--- src/rtl/stuck_guard_pkg.sv ---
`timescale 1ns/1ps
package stuck_guard_pkg;

  // Bits needed to hold values 0..lim inclusive.
  function automatic int unsigned cnt_width(input int unsigned lim);
    return (lim < 1) ? 1 : $clog2(lim + 1);
  endfunction

  // One step of the saturating high-time count.
  function automatic int unsigned count_step(input int unsigned cur,
                                             input logic        hi,
                                             input int unsigned lim);
    if (!hi)        return 0;
    if (cur >= lim) return lim;
    return cur + 1;
  endfunction

endpackage

--- src/rtl/sg_sync.sv ---
`timescale 1ns/1ps
module sg_sync #(
  parameter int unsigned STAGES = 2
) (
  input  logic clk,
  input  logic rst_n,
  input  logic d_i,
  output logic q_o
);
  logic [STAGES-1:0] stage_q;
  logic [STAGES-1:0] stage_d;

  assign stage_d = {stage_q[STAGES-2:0], d_i};

  for (genvar i = 0; i < STAGES; i++) begin : g_stage
    always_ff @(posedge clk or negedge rst_n) begin
      if (!rst_n) stage_q[i] <= 1'b0;
      else        stage_q[i] <= stage_d[i];
    end
  end

  assign q_o = stage_q[STAGES-1];
endmodule

--- src/rtl/sg_high_counter.sv ---
`timescale 1ns/1ps
module sg_high_counter
  import stuck_guard_pkg::*;
#(
  parameter int unsigned MAX_COUNT = 12499,
  localparam int unsigned CNT_W    = cnt_width(MAX_COUNT)
) (
  input  logic             clk,
  input  logic             rst_n,
  input  logic             hi_i,
  output logic [CNT_W-1:0] cnt_o,
  output logic             at_limit_o
);
  localparam logic [CNT_W-1:0] LIMIT = CNT_W'(MAX_COUNT);

  logic [CNT_W-1:0] cnt_q;
  logic [CNT_W-1:0] cnt_d;

  always_comb begin
    cnt_d = CNT_W'(count_step(32'(cnt_q), hi_i, MAX_COUNT));
  end

  always_ff @(posedge clk or negedge rst_n) begin
    if (!rst_n) cnt_q <= '0;
    else        cnt_q <= cnt_d;
  end

  assign cnt_o      = cnt_q;
  assign at_limit_o = (cnt_q == LIMIT);
endmodule

--- src/rtl/sg_enable_gate.sv ---
`timescale 1ns/1ps
module sg_enable_gate (
  input  logic line_sync_i,
  input  logic at_limit_i,
  output logic enable_o
);
  // A low synchronized line restores the enable before the counter clears.
  assign enable_o = ~line_sync_i | ~at_limit_i;
endmodule

--- src/rtl/line_stuck_guard.sv ---
`timescale 1ns/1ps
module line_stuck_guard
  import stuck_guard_pkg::*;
#(
  parameter int unsigned MAX_COUNT   = 12499,
  parameter int unsigned SYNC_STAGES = 2,
  localparam int unsigned CNT_W      = cnt_width(MAX_COUNT)
) (
  input  logic clk,
  input  logic rst_n,
  input  logic line_i,
  output logic enable_o
);
  // Internal events, named for the checker.
  logic             line_sync;
  logic [CNT_W-1:0] hi_cnt;
  logic             at_limit;

  sg_sync #(.STAGES(SYNC_STAGES)) u_sync (
    .clk   (clk),
    .rst_n (rst_n),
    .d_i   (line_i),
    .q_o   (line_sync)
  );

  sg_high_counter #(.MAX_COUNT(MAX_COUNT)) u_cnt (
    .clk        (clk),
    .rst_n      (rst_n),
    .hi_i       (line_sync),
    .cnt_o      (hi_cnt),
    .at_limit_o (at_limit)
  );

  sg_enable_gate u_gate (
    .line_sync_i (line_sync),
    .at_limit_i  (at_limit),
    .enable_o    (enable_o)
  );
endmodule

--- config.mk ---
export PLATFORM = sky130hd
export DESIGN_NAME = line_stuck_guard
export DESIGN_NICKNAME = d
export VERILOG_FILES = /design/src/rtl/stuck_guard_pkg.sv /design/src/rtl/sg_sync.sv /design/src/rtl/sg_high_counter.sv /design/src/rtl/sg_enable_gate.sv /design/src/rtl/line_stuck_guard.sv
export SDC_FILE = /design/constraint.sdc
export NUM_CORES = 1
export LEC_CHECK = 0
export BUFFER_PORTS_ARGS = -buffer_cell sky130_fd_sc_hd__buf_4
export CORE_UTILIZATION = 51
export DETAILED_ROUTE_END_ITERATION = 16
export GPL_TIMING_DRIVEN = 1
export MAX_ROUTING_LAYER = met4
export PLACE_DENSITY = 0.69
export SYNTH_ARGS = -nofsm -noshare
export SYNTH_HDL_FRONTEND = slang
export SYNTH_SLANG_ARGS = --single-unit
--- constraint.sdc ---
create_clock -name clk -period 1.6 [get_ports clk]
set_clock_uncertainty 0.05 [all_clocks]
set_input_delay 0.32 -clock clk [delete_from_list [all_inputs] [get_ports clk]]
set_output_delay 0.32 -clock clk [all_outputs]
set_load 0.01 [all_outputs]
==> results.cfg, run 1 <==
[outcome]
status = finished, violations left
failed_checks = setup timing

[clock_network]
clk_path_buf_depth = 2
worst_skew_pair.late_latency_ps = 280
cts_tree = done
clk_pin_slew_worst_paths_ps = 90
cts_buffers = 3
cts_root_buf = clkbuf_4
clock_sinks = 16
htreeDepth = 1

[grt]
grtUsageTotal = 0.223
grt_max_degree = 17
grt_pass1_vias = 481
grt_overflow = 0
antenna_found_initial = 0
grt_pass1_wl_mm = 2.24

[min_path]
min_path_type = primary input to flop
min_from = line_i
min_to = u_sync.stage_d[1]
whs_path_depth = 1

[timing]
slew_headroom = 0.821
worst_slew_pin_slew_ps = 269
maxSlewViolCount = 0
timing.final.ws_setup_ps = -54.9
hold_violations = 0
max_freq_ghz = 0.604
rsz0062_at_grt = yes
period_share = 1.03
fin_crit_ps = 1650
setup_viol = 8

[worst_setup_path]
slowest_stage = dfrtp_1
critical_path_required_ps = 1230
cp_slowest_stage_delay_ps = 400
r2r-start = u_cnt.cnt_o[1]
r2r_slack_ps = -40
crit_fanout = 2
crit_family = flip-flops
critPathCaptureType = primary output
path_cells = ha_4 -> nand3_2 -> nor4_2 -> nand3_1 -> buf_6
arrival_ps = 1280
critical_path_depth = 5
ff2ff_path_depth = 6
crit_type = flop to primary output
start_kind = flop
reg2reg_to = u_cnt.cnt_o[8]
crit_buf_inv = 1

[floorplanning]
die_x_microns = 40.9
io_pins = 4
die_y_microns = 40.9
start_util = 0.573
dieArea_sq_mm = 0.00168
core-area_sq_mm = 0.00135
rows = 13

[finish]
n_fill_cell = 109
antenna_cells = 0
fin_nets = 92
layout.cells.non_filler = 102
drive_above_1_share = 0.264
ff_latch_area_sq_um = 402
multiInputGateArea_sq_um = 390
synthToLayoutAreaGrowth_pct = 21.5

[route]
routed_via_density = 5.65
drtIter0Drc = 25
wl_per_cell_microns = 14.6
ant_nets = 0
num_vias = 576
first_pass_iters = 4
wl_mm = 1.49
drc = 0

[place]
gp_congestion = 0.815
place_ws_ps = 54.1
dp_hpwl_mm = 1.00
dp.cells = 94
numPortBuffers = 3

[pwr]
finalPower_uw = 738
ir_drop_v = 0.000537
power.leakage_nw = 0.438
powerDensity_mw_per_mm2 = 786

[synthesis]
syn_area_per_cell_sq_um = 10.6
seq_area_frac_synth = 0.518
synthCells = 73
synth-seq-cells = 16
syn_area_sq_um = 773
yosys_warnings = 0
syn_nets = 77
ys_types = 21

[flow_run]
cap_violations = 0
kinds of logic (layout without fill, tap and decap cells):
group                    after synthesis  count (layout)  synth area share
flip-flops                            16              16             0.518
XOR/XNOR                              11              11             0.125
adder cells (fa/ha/maj)                1               1            0.0162
AND/OR/NAND/NOR                       34              34             0.248
AO/OA/AOI/OAI                          9               9            0.0793
buffers and inverters                  2              16            0.0146
report_power, final:
part / internal [mW] / switching (mW)
logic: 0.0266 / 0.0261
registers: 0.413 / 0.00920
clock network: 0.138 / 0.125
how the worst max path moves through the flow:
| stage | start | to | slack (ps) |
|---|---|---|---|
| CTS | u_cnt.cnt_o[1] | enable_o | -140 |
| global route | u_cnt.cnt_o[1] | enable_o | -130 |
| global placement | u_cnt.cnt_o[0] | u_cnt.cnt_o[11] | 80 |
| detailed placement | u_cnt.cnt_o[0] | u_cnt.cnt_o[5] | 50 |
| finish | u_cnt.cnt_o[1] | enable_o | -50 |
| floorplan | u_cnt.cnt_o[0] | u_cnt.cnt_o[10] | 100 |
layout by cell type (no fill, tap or decap):
cell type	netlist	final
and2_2	1	1
a31oi_1	1	1
nand2_1	4	3
and2_1	2	1
a31o_4	1	1
o21ai_0	5	5
dfrtp_1	16	15
buf_4	1	9
and4_1	1	1
nor4_1	2	1
and2_4	0	1
nand3_2	0	1
xor2_1	10	10
clkbuf_4	0	3
nand3_1	8	7
nor4_4	1	1
nand4_1	3	3
o211ai_1	1	1
buf_6	0	1
and3_1	4	4
nand2_2	0	1
ha_4	0	1
dlygate4sd3_1	0	1
xnor2_1	1	1
clkbuf_8	0	1
nor4_2	0	1
o21ai_1	1	1
dfrtp_2	0	1
nor2_1	8	8
inv_1	1	1
registers in the layout (all words and copies together) (netlist names):
name	flops
u_sync.stage_d	1
u_cnt.cnt_o	14
u_sync.q_o	1
cell type report:
type / instances / share of cell area
flip-flops and latches: 16 / 0.427
inverters: 1 / 0.00399
repair buffers: 11 / 0.0945
multi-input cells: 55 / 0.415
well taps: 15 / 0.0200
clock buffers: 4 / 0.0386
metal layers:
layer  global-route usage  routed length, microns
met5                    -                       0
met4                0.125                      14
met3               0.0489                      78
met2                0.305                     666
met1                0.302                     728
cells in the mapped netlist:
library cell	number	area share
xnor2_1	1	0.011
and3_1	4	0.032
a31o_4	1	0.023
o211ai_1	1	0.0097
a31oi_1	1	0.0081
ha_1	1	0.016
nand4_1	3	0.024
nand3_1	8	0.052
nand2_1	4	0.019
and2_2	1	0.0097
buf_4	1	0.0097
xor2_1	10	0.11
nor4_1	2	0.016
o21ai_0	5	0.032
dfrtp_1	16	0.52
and2_1	2	0.016
nor2_1	8	0.039
and4_1	1	0.011
nor4_4	1	0.028
o21ai_1	1	0.0065
inv_1	1	0.0048
stage by stage:
| step | utilization | TNS, ps | hold slack (ps) | instance area [sq um] |
|---|---|---|---|---|
| finish | 0.696 | -281 | 84.6 | 940 |
| CTS | 0.679 | -310 | 77.0 | 917 |
| global placement | 0.620 | 0 | 135 | 837 |
| detailed placement | 0.620 | 0 | 137 | 837 |
| floorplan | - | 0 | -25.6 | 773 |
| global route | 0.696 | -736 | 67.5 | 940 |
repair_timing:
action,4_1_cts,5_1_grt
pin swaps,4,4
hold endpoints to repair,16,0
resized for setup,5,3
setup endpoints to repair,1,14
buffers inserted,1,2
hold buffers,1,0
Power figures use the tool's default switching activity.
==> run 2, diff against run 1 <==
--- a/config.mk
+++ b/config.mk
@@ -6,11 +6,13 @@
 export NUM_CORES = 1
 export LEC_CHECK = 0
 export BUFFER_PORTS_ARGS = -buffer_cell sky130_fd_sc_hd__buf_4
+export CORE_MARGIN = 2
 export CORE_UTILIZATION = 51
 export DETAILED_ROUTE_END_ITERATION = 16
 export GPL_TIMING_DRIVEN = 1
 export MAX_ROUTING_LAYER = met4
 export PLACE_DENSITY = 0.69
+export SLEW_MARGIN = 20
 export SYNTH_ARGS = -nofsm -noshare
 export SYNTH_HDL_FRONTEND = slang
 export SYNTH_SLANG_ARGS = --single-unit
==> results.cfg, run 2 (synthesized netlist as in run 1, its figures left out) <==
[route]
first_pass_iters = 4
num_vias = 590
drc = 0
routed_via_density = 5.84
drtIter0Drc = 20
wl_per_cell_microns = 15.3
ant_nets = 0
wl_mm = 1.54

[clock_network]
clock_sinks = 16
htreeDepth = 1
clk_path_buf_depth = 2
cts_root_buf = clkbuf_4
clk_pin_slew_worst_paths_ps = 90
cts_buffers = 3
cts_tree = done
worst_skew_pair.late_latency_ps = 290

[grt]
antenna_found_initial = 0
grtUsageTotal = 0.210
grt_pass1_wl_mm = 2.64
grt_pass1_vias = 553
grt_max_degree = 17
grt_overflow = 0

[worst_setup_path]
critPathCaptureType = primary output
crit_type = flop to primary output
r2r-start = u_cnt.cnt_o[0]
r2r_slack_ps = 10
slowest_stage = dfrtp_1
timing.critical_path.mode_cell = nand3_1
crit_family = flip-flops
crit_fanout = 3
ff2ff_path_depth = 5
critical_path_required_ps = 1230
arrival_ps = 1340
start_kind = flop
reg2reg_to = u_cnt.cnt_o[2]
cp_slowest_stage_delay_ps = 360
crit_buf_inv = 1
path_cells = ha_2 -> nand3_1 -> nor4_2 -> nand3_1 -> buf_4

[outcome]
status = finished, violations left
failed_checks = setup timing

[pwr]
p_clk_frac = 0.310
powerDensity_mw_per_mm2 = 756
intPower_uw = 524
ir_drop_v = 0.000537
power_frac_comb = 0.072
power.switching_uw = 156
swShare = 0.230
power.leakage_nw = 0.424
seqPwrFrac = 0.617

[floorplanning]
start_util = 0.532
die_x_microns = 42.9
die_y_microns = 42.9
dieArea_sq_mm = 0.00184
io_pins = 4
core-area_sq_mm = 0.00145
rows = 14

[timing]
period_share = 1.07
worst_slew_pin_slew_ps = 297
slew_headroom = 0.802
timing.final.ws_setup_ps = -114
hold_violations = 0
fin_hold_ws_ps = 84.8
max_freq_ghz = 0.583
fin_crit_ps = 1710
setup_viol = 1
rsz0062_at_grt = yes
maxSlewViolCount = 0

[finish]
antenna_cells = 0
synthToLayoutAreaGrowth_pct = 16.3
layout.cells.non_filler = 101
fin_area_sq_um = 900
mostFrequentLayoutCells = dfrtp_1 (16), xor2_1 (10), buf_4 (9)
fin_nets = 91
final_common_cell = dfrtp_1
largest_reg_flops = 14
n_fill_cell = 124
drive_above_1_share = 0.224

[min_path]
min_from = line_i
whs_path_depth = 1
min_path_type = primary input to flop
min_to = u_sync.stage_d[1]

[place]
gp_congestion = 0.822
post_dp_cell_area_sq_um = 831
dp_hpwl_microns = 981
numPortBuffers = 3
dp.cells = 94

[flow_run]
cap_violations = 0
[run 2: repair_timing]
item                       CTS  global route
resized for setup            2             2
hold endpoints to repair    16             0
setup endpoints to repair    3            14
buffers inserted             2             1
hold buffers                 1             0
pin swaps                    0             1
[run 2: metrics by stage]
step / setup WS, ps / setup TNS [ps] / util / power (mW)
after floorplan: 101 / 0 / - / 0.445
after global placement: 105 / 0 / 0.571 / 0.464
after detailed placement: 7.54 / 0 / 0.571 / 0.465
after CTS: -147 / -147 / 0.608 / 0.676
after global routing: -227 / -888 / 0.619 / 0.713
final: -114 / -114 / 0.619 / 0.680
[run 2: power groups by stage]
| stage | Sequential, mW | Clock [mW] | Combinational [mW] |
|---|---|---|---|
| 2_1_floorplan | 0.427 | 0 | 0.0171 |
| 3_3_place_gp | 0.428 | 0 | 0.0363 |
| 3_5_place_dp | 0.428 | 0 | 0.0369 |
| 4_1_cts | 0.419 | 0.213 | 0.0444 |
| 5_1_grt | 0.421 | 0.237 | 0.0547 |
| 6_report | 0.420 | 0.211 | 0.0493 |
[run 2: area by class of cell]
class / count / area [sq um] / area share
flip-flops and latches: 16 / 400 / 0.445
multi-input cells: 55 / 375 / 0.417
repair buffers: 10 / 77.6 / 0.0862
clock buffers: 3 / 22.5 / 0.0250
well taps: 16 / 20.0 / 0.0223
inverters: 1 / 3.75 / 0.00417
[run 2: worst max-delay path by stage]
stage / startpoint / endpoint / slack, ps / depth (start not counted)
3_3_place_gp: u_cnt.cnt_o[1] / u_cnt.cnt_o[9] / 110 / 5
2_1_floorplan: u_cnt.cnt_o[0] / u_cnt.cnt_o[10] / 100 / 5
5_1_grt: u_cnt.cnt_o[1] / enable_o / -230 / 5
4_1_cts: u_cnt.cnt_o[0] / enable_o / -150 / 5
3_5_place_dp: u_cnt.cnt_o[1] / u_cnt.cnt_o[2] / 8 / 5
6_report: u_cnt.cnt_o[1] / enable_o / -110 / 5
[run 2: metal layers]
metal	vias up	global-route usage	wire [microns]
met5	-	-	0
met4	0	0.127	53
met3	8	0.0383	50
met2	14	0.315	698
met1	286	0.264	738
li1	282	-	-
